<file path="config.mk">
export PLATFORM = sky130hd
export DESIGN_NAME = sbus_core
export DESIGN_NICKNAME = d
export VERILOG_FILES = /design/src/rtl/sbus_pkg.sv /design/src/rtl/sbus_alu.sv /design/src/rtl/sbus_gpr.sv /design/src/rtl/sbus_ctrl.sv /design/src/rtl/sbus_core.sv
export SDC_FILE = /design/constraint.sdc
export NUM_CORES = 1
export LEC_CHECK = 0
export ABC_AREA = 1
export BUFFER_PORTS_ARGS = -buffer_cell sky130_fd_sc_hd__buf_2
export CORE_MARGIN = 2
export CORE_UTILIZATION = 56
export CTS_CLUSTER_SIZE = 24
export DETAILED_ROUTE_END_ITERATION = 8
export GPL_TIMING_DRIVEN = 0
export PLACE_DENSITY = 0.75
export SYNTH_ARGS = -nofsm -noshare
export SYNTH_HDL_FRONTEND = slang
export SYNTH_SLANG_ARGS = --single-unit
</file>
<file path="constraint.sdc">
create_clock -name clk -period 47.7 [get_ports clk]
set_input_delay 11.925 -clock clk [delete_from_list [all_inputs] [get_ports clk]]
set_output_delay 11.925 -clock clk [all_outputs]
set_load 0.05 [all_outputs]
</file>
<file path="src/rtl/sbus_pkg.sv">
package sbus_pkg;

  typedef enum logic [2:0] {
    ST_F0 = 3'd0,
    ST_F1 = 3'd1,
    ST_E0 = 3'd2,
    ST_E1 = 3'd3,
    ST_E2 = 3'd4
  } step_e;

  typedef struct packed {
    logic oe_pc;
    logic oe_gpr;
    logic oe_alu;
    logic oe_mdr;
    logic ld_mar;
    logic ld_pc;
    logic ld_mdr;
    logic ld_ir;
    logic ld_s;
    logic ld_t;
    logic ld_gpr;
    logic alu_inc;
    logic rd_src;
    logic done;
  } ctrl_t;

endpackage

</file>
<file path="src/rtl/sbus_alu.sv">
module sbus_alu #(
  parameter int W = 16
) (
  input  logic [W-1:0] a,
  input  logic [W-1:0] b,
  output logic [W-1:0] y
);

  function automatic logic [W-1:0] add_w(input logic [W-1:0] x, input logic [W-1:0] z);
    return W'(x + z);
  endfunction

  assign y = add_w(a, b);

endmodule

</file>
<file path="src/rtl/sbus_gpr.sv">
module sbus_gpr #(
  parameter int W    = 16,
  parameter int NREG = 4,
  localparam int IW  = $clog2(NREG)
) (
  input  logic          clk,
  input  logic          rst,
  input  logic          we,
  input  logic [IW-1:0] widx,
  input  logic [W-1:0]  wdata,
  input  logic [IW-1:0] ridx,
  output logic [W-1:0]  rdata
);

  logic [NREG-1:0][W-1:0] rf;

  for (genvar i = 0; i < NREG; i++) begin : g_reg
    logic [W-1:0] q;
    always_ff @(posedge clk) begin
      if (rst)                           q <= '0;
      else if (we && widx == IW'(i))     q <= wdata;
    end
    assign rf[i] = q;
  end

  assign rdata = rf[ridx];

endmodule

</file>
<file path="src/rtl/sbus_ctrl.sv">
module sbus_ctrl
  import sbus_pkg::*;
(
  input  logic  clk,
  input  logic  rst,
  input  logic  is_add,
  input  logic  is_load,
  output step_e step_q,
  output ctrl_t c
);

  always_comb begin
    c = '0;
    unique case (step_q)
      ST_F0: begin
        c.oe_pc = 1'b1; c.ld_mar = 1'b1; c.ld_pc = 1'b1; c.alu_inc = 1'b1;
      end
      ST_F1: begin
        c.ld_mdr = 1'b1; c.ld_ir = 1'b1;
      end
      ST_E0: begin
        if (is_add) begin
          c.oe_gpr = 1'b1; c.ld_s = 1'b1;
        end else if (is_load) begin
          c.oe_pc = 1'b1; c.ld_mar = 1'b1; c.ld_pc = 1'b1; c.alu_inc = 1'b1;
        end else begin
          c.done = 1'b1;
        end
      end
      ST_E1: begin
        if (is_add) begin
          c.oe_gpr = 1'b1; c.rd_src = 1'b1; c.ld_t = 1'b1;
        end else if (is_load) begin
          c.ld_mdr = 1'b1;
        end
      end
      ST_E2: begin
        if (is_add) c.oe_alu = 1'b1;
        else        c.oe_mdr = 1'b1;
        c.ld_gpr = 1'b1;
        c.done   = 1'b1;
      end
      default: c = '0;
    endcase
  end

  always_ff @(posedge clk) begin
    if (rst)         step_q <= ST_F0;
    else if (c.done) step_q <= ST_F0;
    else             step_q <= step_e'(3'(step_q + 3'd1));
  end

endmodule

</file>
<file path="src/rtl/sbus_core.sv">
module sbus_core
  import sbus_pkg::*;
#(
  parameter int W       = 16,
  parameter int NREG    = 4,
  parameter int OPW     = 4,
  parameter int OP_ADD  = 1,
  parameter int OP_LOAD = 2
) (
  input  logic         clk,
  input  logic         rst,
  output logic [W-1:0] mem_addr,
  input  logic [W-1:0] mem_rdata,
  output logic [W-1:0] bus_o,
  output logic [2:0]   step_o,
  output logic         done_o
);

  localparam int IW = $clog2(NREG);

  ctrl_t        c;
  step_e        step_q;
  logic [W-1:0] pc_q, mar_q, mdr_q, ir_q, s_q, t_q;
  logic [W-1:0] gpr_rd, alu_y, alu_a, alu_b, bus_nalu, bus;
  logic [IW-1:0] f_dst, f_src;
  logic [OPW-1:0] f_op;
  logic [3:0]   oe_vec;

  assign f_op  = ir_q[W-1:W-OPW];
  assign f_dst = ir_q[2*IW-1:IW];
  assign f_src = ir_q[IW-1:0];

  sbus_ctrl u_ctrl (
    .clk     (clk),
    .rst     (rst),
    .is_add  (f_op == OPW'(OP_ADD)),
    .is_load (f_op == OPW'(OP_LOAD)),
    .step_q  (step_q),
    .c       (c)
  );

  sbus_gpr #(.W(W), .NREG(NREG)) u_gpr (
    .clk   (clk),
    .rst   (rst),
    .we    (c.ld_gpr),
    .widx  (f_dst),
    .wdata (bus),
    .ridx  (c.rd_src ? f_src : f_dst),
    .rdata (gpr_rd)
  );

  // AND-OR bus: non-ALU sources first, ALU result merged last
  assign bus_nalu = ({W{c.oe_pc}}  & pc_q)
                  | ({W{c.oe_gpr}} & gpr_rd)
                  | ({W{c.oe_mdr}} & mdr_q);
  assign alu_a    = c.alu_inc ? bus_nalu : s_q;
  assign alu_b    = c.alu_inc ? W'(1)    : t_q;
  assign bus      = c.oe_alu ? alu_y : bus_nalu;
  assign oe_vec   = {c.oe_pc, c.oe_gpr, c.oe_alu, c.oe_mdr};

  sbus_alu #(.W(W)) u_alu (
    .a (alu_a),
    .b (alu_b),
    .y (alu_y)
  );

  always_ff @(posedge clk) begin
    if (rst) begin
      pc_q  <= '0;
      mar_q <= '0;
      mdr_q <= '0;
      ir_q  <= '0;
      s_q   <= '0;
      t_q   <= '0;
    end else begin
      if (c.ld_pc)  pc_q  <= alu_y;
      if (c.ld_mar) mar_q <= bus;
      if (c.ld_mdr) mdr_q <= mem_rdata;
      if (c.ld_ir)  ir_q  <= mem_rdata;
      if (c.ld_s)   s_q   <= bus;
      if (c.ld_t)   t_q   <= bus;
    end
  end

  assign mem_addr = mar_q;
  assign bus_o    = bus;
  assign step_o   = step_q;
  assign done_o   = c.done;

endmodule

</file>
==> summary.txt <==
Via count of the first global-routing pass - 7051
# clock sinks - 155
First-pass DRT Iterations - 5
Fmax - 37.0 MHz
Worst Setup End Kind - output port
DR WL/cell - 17.3 um
Switching power total - 0.285 mW
Max_cap viols - 0
Crit-path max cell delay - 0.48 ns
Final Cycle Share - 0.566
WL final - 23.3 mm
Power per standard cell area - 67.1 nW/um^2
N_diodes - 0
Non-filler instance count after layout - 1348
Combinational cell fraction of total power - 0.500
Max Slew Vio Count - 0
Worst setup SP type - register
Hold WS - 0.493 ns
Layout cells sized above 1 - 0.158
Met2 usage - 0.521
Synth unique cells - 39
WS Path Type - reg2out
Area after DPL - 8430 sq um
Gpl congestion - 0.955
Mapped Cells - 1071
Crit path time final - 27.00 ns
Slowest stage cell, crit path - buf_1
Crit path required time - 35.78 ns
Largest net degree at the start of global routing - 21
Sequential share of power - 0.279
Most Used Layer, Global Route - met2
Outcome - complete, no violations
Core box area - 13800 sq um
Final setup fails - 0
Initial DRC Count - 709
Post-CTS setup buffers - 0
Register area share after synthesis - 0.393
FP Rows - 43
Antenna Nets Post-Route - 0
FF+latch count, synth - 155
Switch share - 0.472
Rel. slew slack - 0.574
Cells after DPL - 1316
P_int - 0.320 mW
Peak supply drop - 44.6 uV
Vias per cell - 5.70
Data arrival, critical path - 15.07 ns
CTS buffer count - 17
Commonest cells after routing, fill and taps aside - 171 x nand2_1, 155 x dfxtp_1, 130 x o21ai_0
Commonest non-fill, non-tap cell in the layout - nand2_1
Leakage - 4.12 nW
Worst Path Max Fanout - 10
Grt ovf - 0
Worst-path clk slew - 0.06 ns
Met1 Track Usage GR - 0.418
Total Routing Usage GR - 0.319
Global-route wire length before repair - 36.4 mm
Design area - 9010 sq um
Starting density of the core - 0.571
Post-Syn Area per Cell - 7.37 sq um
Nets - 1194
Fin. Hold Viols - 0
DRC violations left - 0
Setup_tns - 0 ns
Die width - 123 um
Worst clock skew - 0.00964 ns
RSZ-0062 raised after global routing - false
# H-tree levels - 4
Synth Cell Area - 7900 sq um
Vias - 7689
I/O pins - 54
Port bufs - 53
TritonCTS clock tree - built
Cell mode on critical path - nand2_1
Die Ht - 123 um
Area Growth Syn to Fin - 14.2%
PostCTS Resize Cnt - 0
Hold buffers post-CTS - 0
Yosys Warn Count - 0
HP Class - reg2reg
Die area - 15100 sq um
Clock Tree Root - clkbuf_16
Worst Tran Pin Value - 0.639 ns
Global routing usage on met3 - 0.0706
Power share of the clock group - 0.221
Clk_lat worst skew - 0.43 ns
Initial antenna violation count - 1
Max Buffers Root-to-Sink - 2
Design Power - 0.605 mW
HPWL Detailed - 17.0 mm
## per-stage QoR
stage | util | setup slack (ns)
final | 0.652 | 20.70
after global routing | 0.652 | 19.36
after CTS | 0.652 | 20.93
after detailed placement | 0.610 | 21.54
after global placement | 0.610 | 21.74
after floorplan | - | 22.95
## power groups by stage
stage / logic, mW / registers, mW / clock network [mW]
floorplan: 0.196 / 0.194 / 0
global placement: 0.294 / 0.171 / 0
detailed placement: 0.297 / 0.171 / 0
CTS: 0.299 / 0.169 / 0.134
global route: 0.328 / 0.171 / 0.138
finish: 0.303 / 0.169 / 0.133
## metal layers
layer,vias to the layer above,wire (um),part of all wire
li1,3738,-,-
met1,3591,10100,0.43
met2,316,10800,0.46
met3,44,1760,0.075
met4,0,597,0.026
met5,-,0,0
## worst max-delay path: cells and delay by family (launching register included)
family / cells / cell delay, ns
AO/OA/AOI/OAI: 27 / 4.41
AND/OR/NAND/NOR: 40 / 4.14
adder cells (fa/ha/maj): 11 / 3.60
buffers and inverters: 10 / 1.48
XOR/XNOR: 3 / 0.58
flip-flops: 1 / 0.41
## layout make-up
type	count	area, sq um
buffer	63	289
clock buffer	23	498
clock inverter	9	86.3
fill	1235	4810
inverter	108	407
multi-input combinational	757	4140
sequential	155	3100
tap	180	225
timing repair buffer	53	265
## path summary, 6_finish.rpt
| path | start | to | slack, ns | depth (start not counted) |
|---|---|---|---|---|
| setup / recovery | u_ctrl.step_q[0] | bus_o[15] | 20.70 | 91 |
| hold / removal | ir_q[0] | ir_q[0] | 0.49 | 2 |
| setup reg to reg | u_ctrl.step_q[0] | u_gpr.g_reg[3].q[15] | 33.14 | 92 |
| hold reg to reg | ir_q[0] | ir_q[0] | 0.49 | 2 |
## flip-flops by register name, summed over array words and instances, names as in the netlist
signal and flops:
u_gpr.g.q 64, mdr_q 16, mem_addr 16, pc_q 16, s_q 16, t_q 16, ir_q 8, u_ctrl.step_q 3
## cells by family (layout without fill, tap and decap cells)
kind of cell    after synthesis  count (layout)  share of synthesized area
fa+ha+maj                    21              21                     0.0342
buf+inv                     171             256                     0.0881
compound gates              317             317                      0.246
xor+xnor                     12              12                     0.0133
other cells                   1              13                   0.000475
simple gates                394             394                      0.224
flops                       155             155                      0.393
## synthesized netlist by cell type
master | instances | share of area
a211oi_1 | 1 | 0.00095
a21boi_0 | 1 | 0.00095
a21o_1 | 4 | 0.0038
a21oi_1 | 106 | 0.067
a32oi_1 | 16 | 0.018
buf_1 | 2 | 0.00095
buf_2 | 15 | 0.0095
buf_4 | 3 | 0.0029
buf_6 | 3 | 0.0043
clkbuf_1 | 40 | 0.019
clkinv_2 | 1 | 0.00063
conb_1 | 1 | 0.00047
dfxtp_1 | 155 | 0.39
fa_1 | 1 | 0.0025
ha_1 | 20 | 0.032
inv_1 | 97 | 0.046
inv_2 | 10 | 0.0048
nand2_1 | 171 | 0.081
nand2_2 | 28 | 0.022
nand2_4 | 1 | 0.0014
nand3_1 | 77 | 0.049
nand3_2 | 8 | 0.010
nand3_4 | 1 | 0.0022
nand4_1 | 3 | 0.0024
nor2_1 | 89 | 0.042
nor2_4 | 3 | 0.0043
nor3_1 | 6 | 0.0038
o211ai_1 | 20 | 0.019
o211ai_2 | 4 | 0.0063
o21a_1 | 14 | 0.013
o21ai_0 | 130 | 0.082
o21ai_1 | 1 | 0.00063
o21ai_2 | 3 | 0.0033
o21ai_4 | 13 | 0.027
o21bai_1 | 3 | 0.0029
o41ai_1 | 1 | 0.0011
or2_2 | 7 | 0.0055
xnor2_1 | 7 | 0.0078
xor2_1 | 5 | 0.0055
Note: power is estimated with default switching activity, not from simulation.
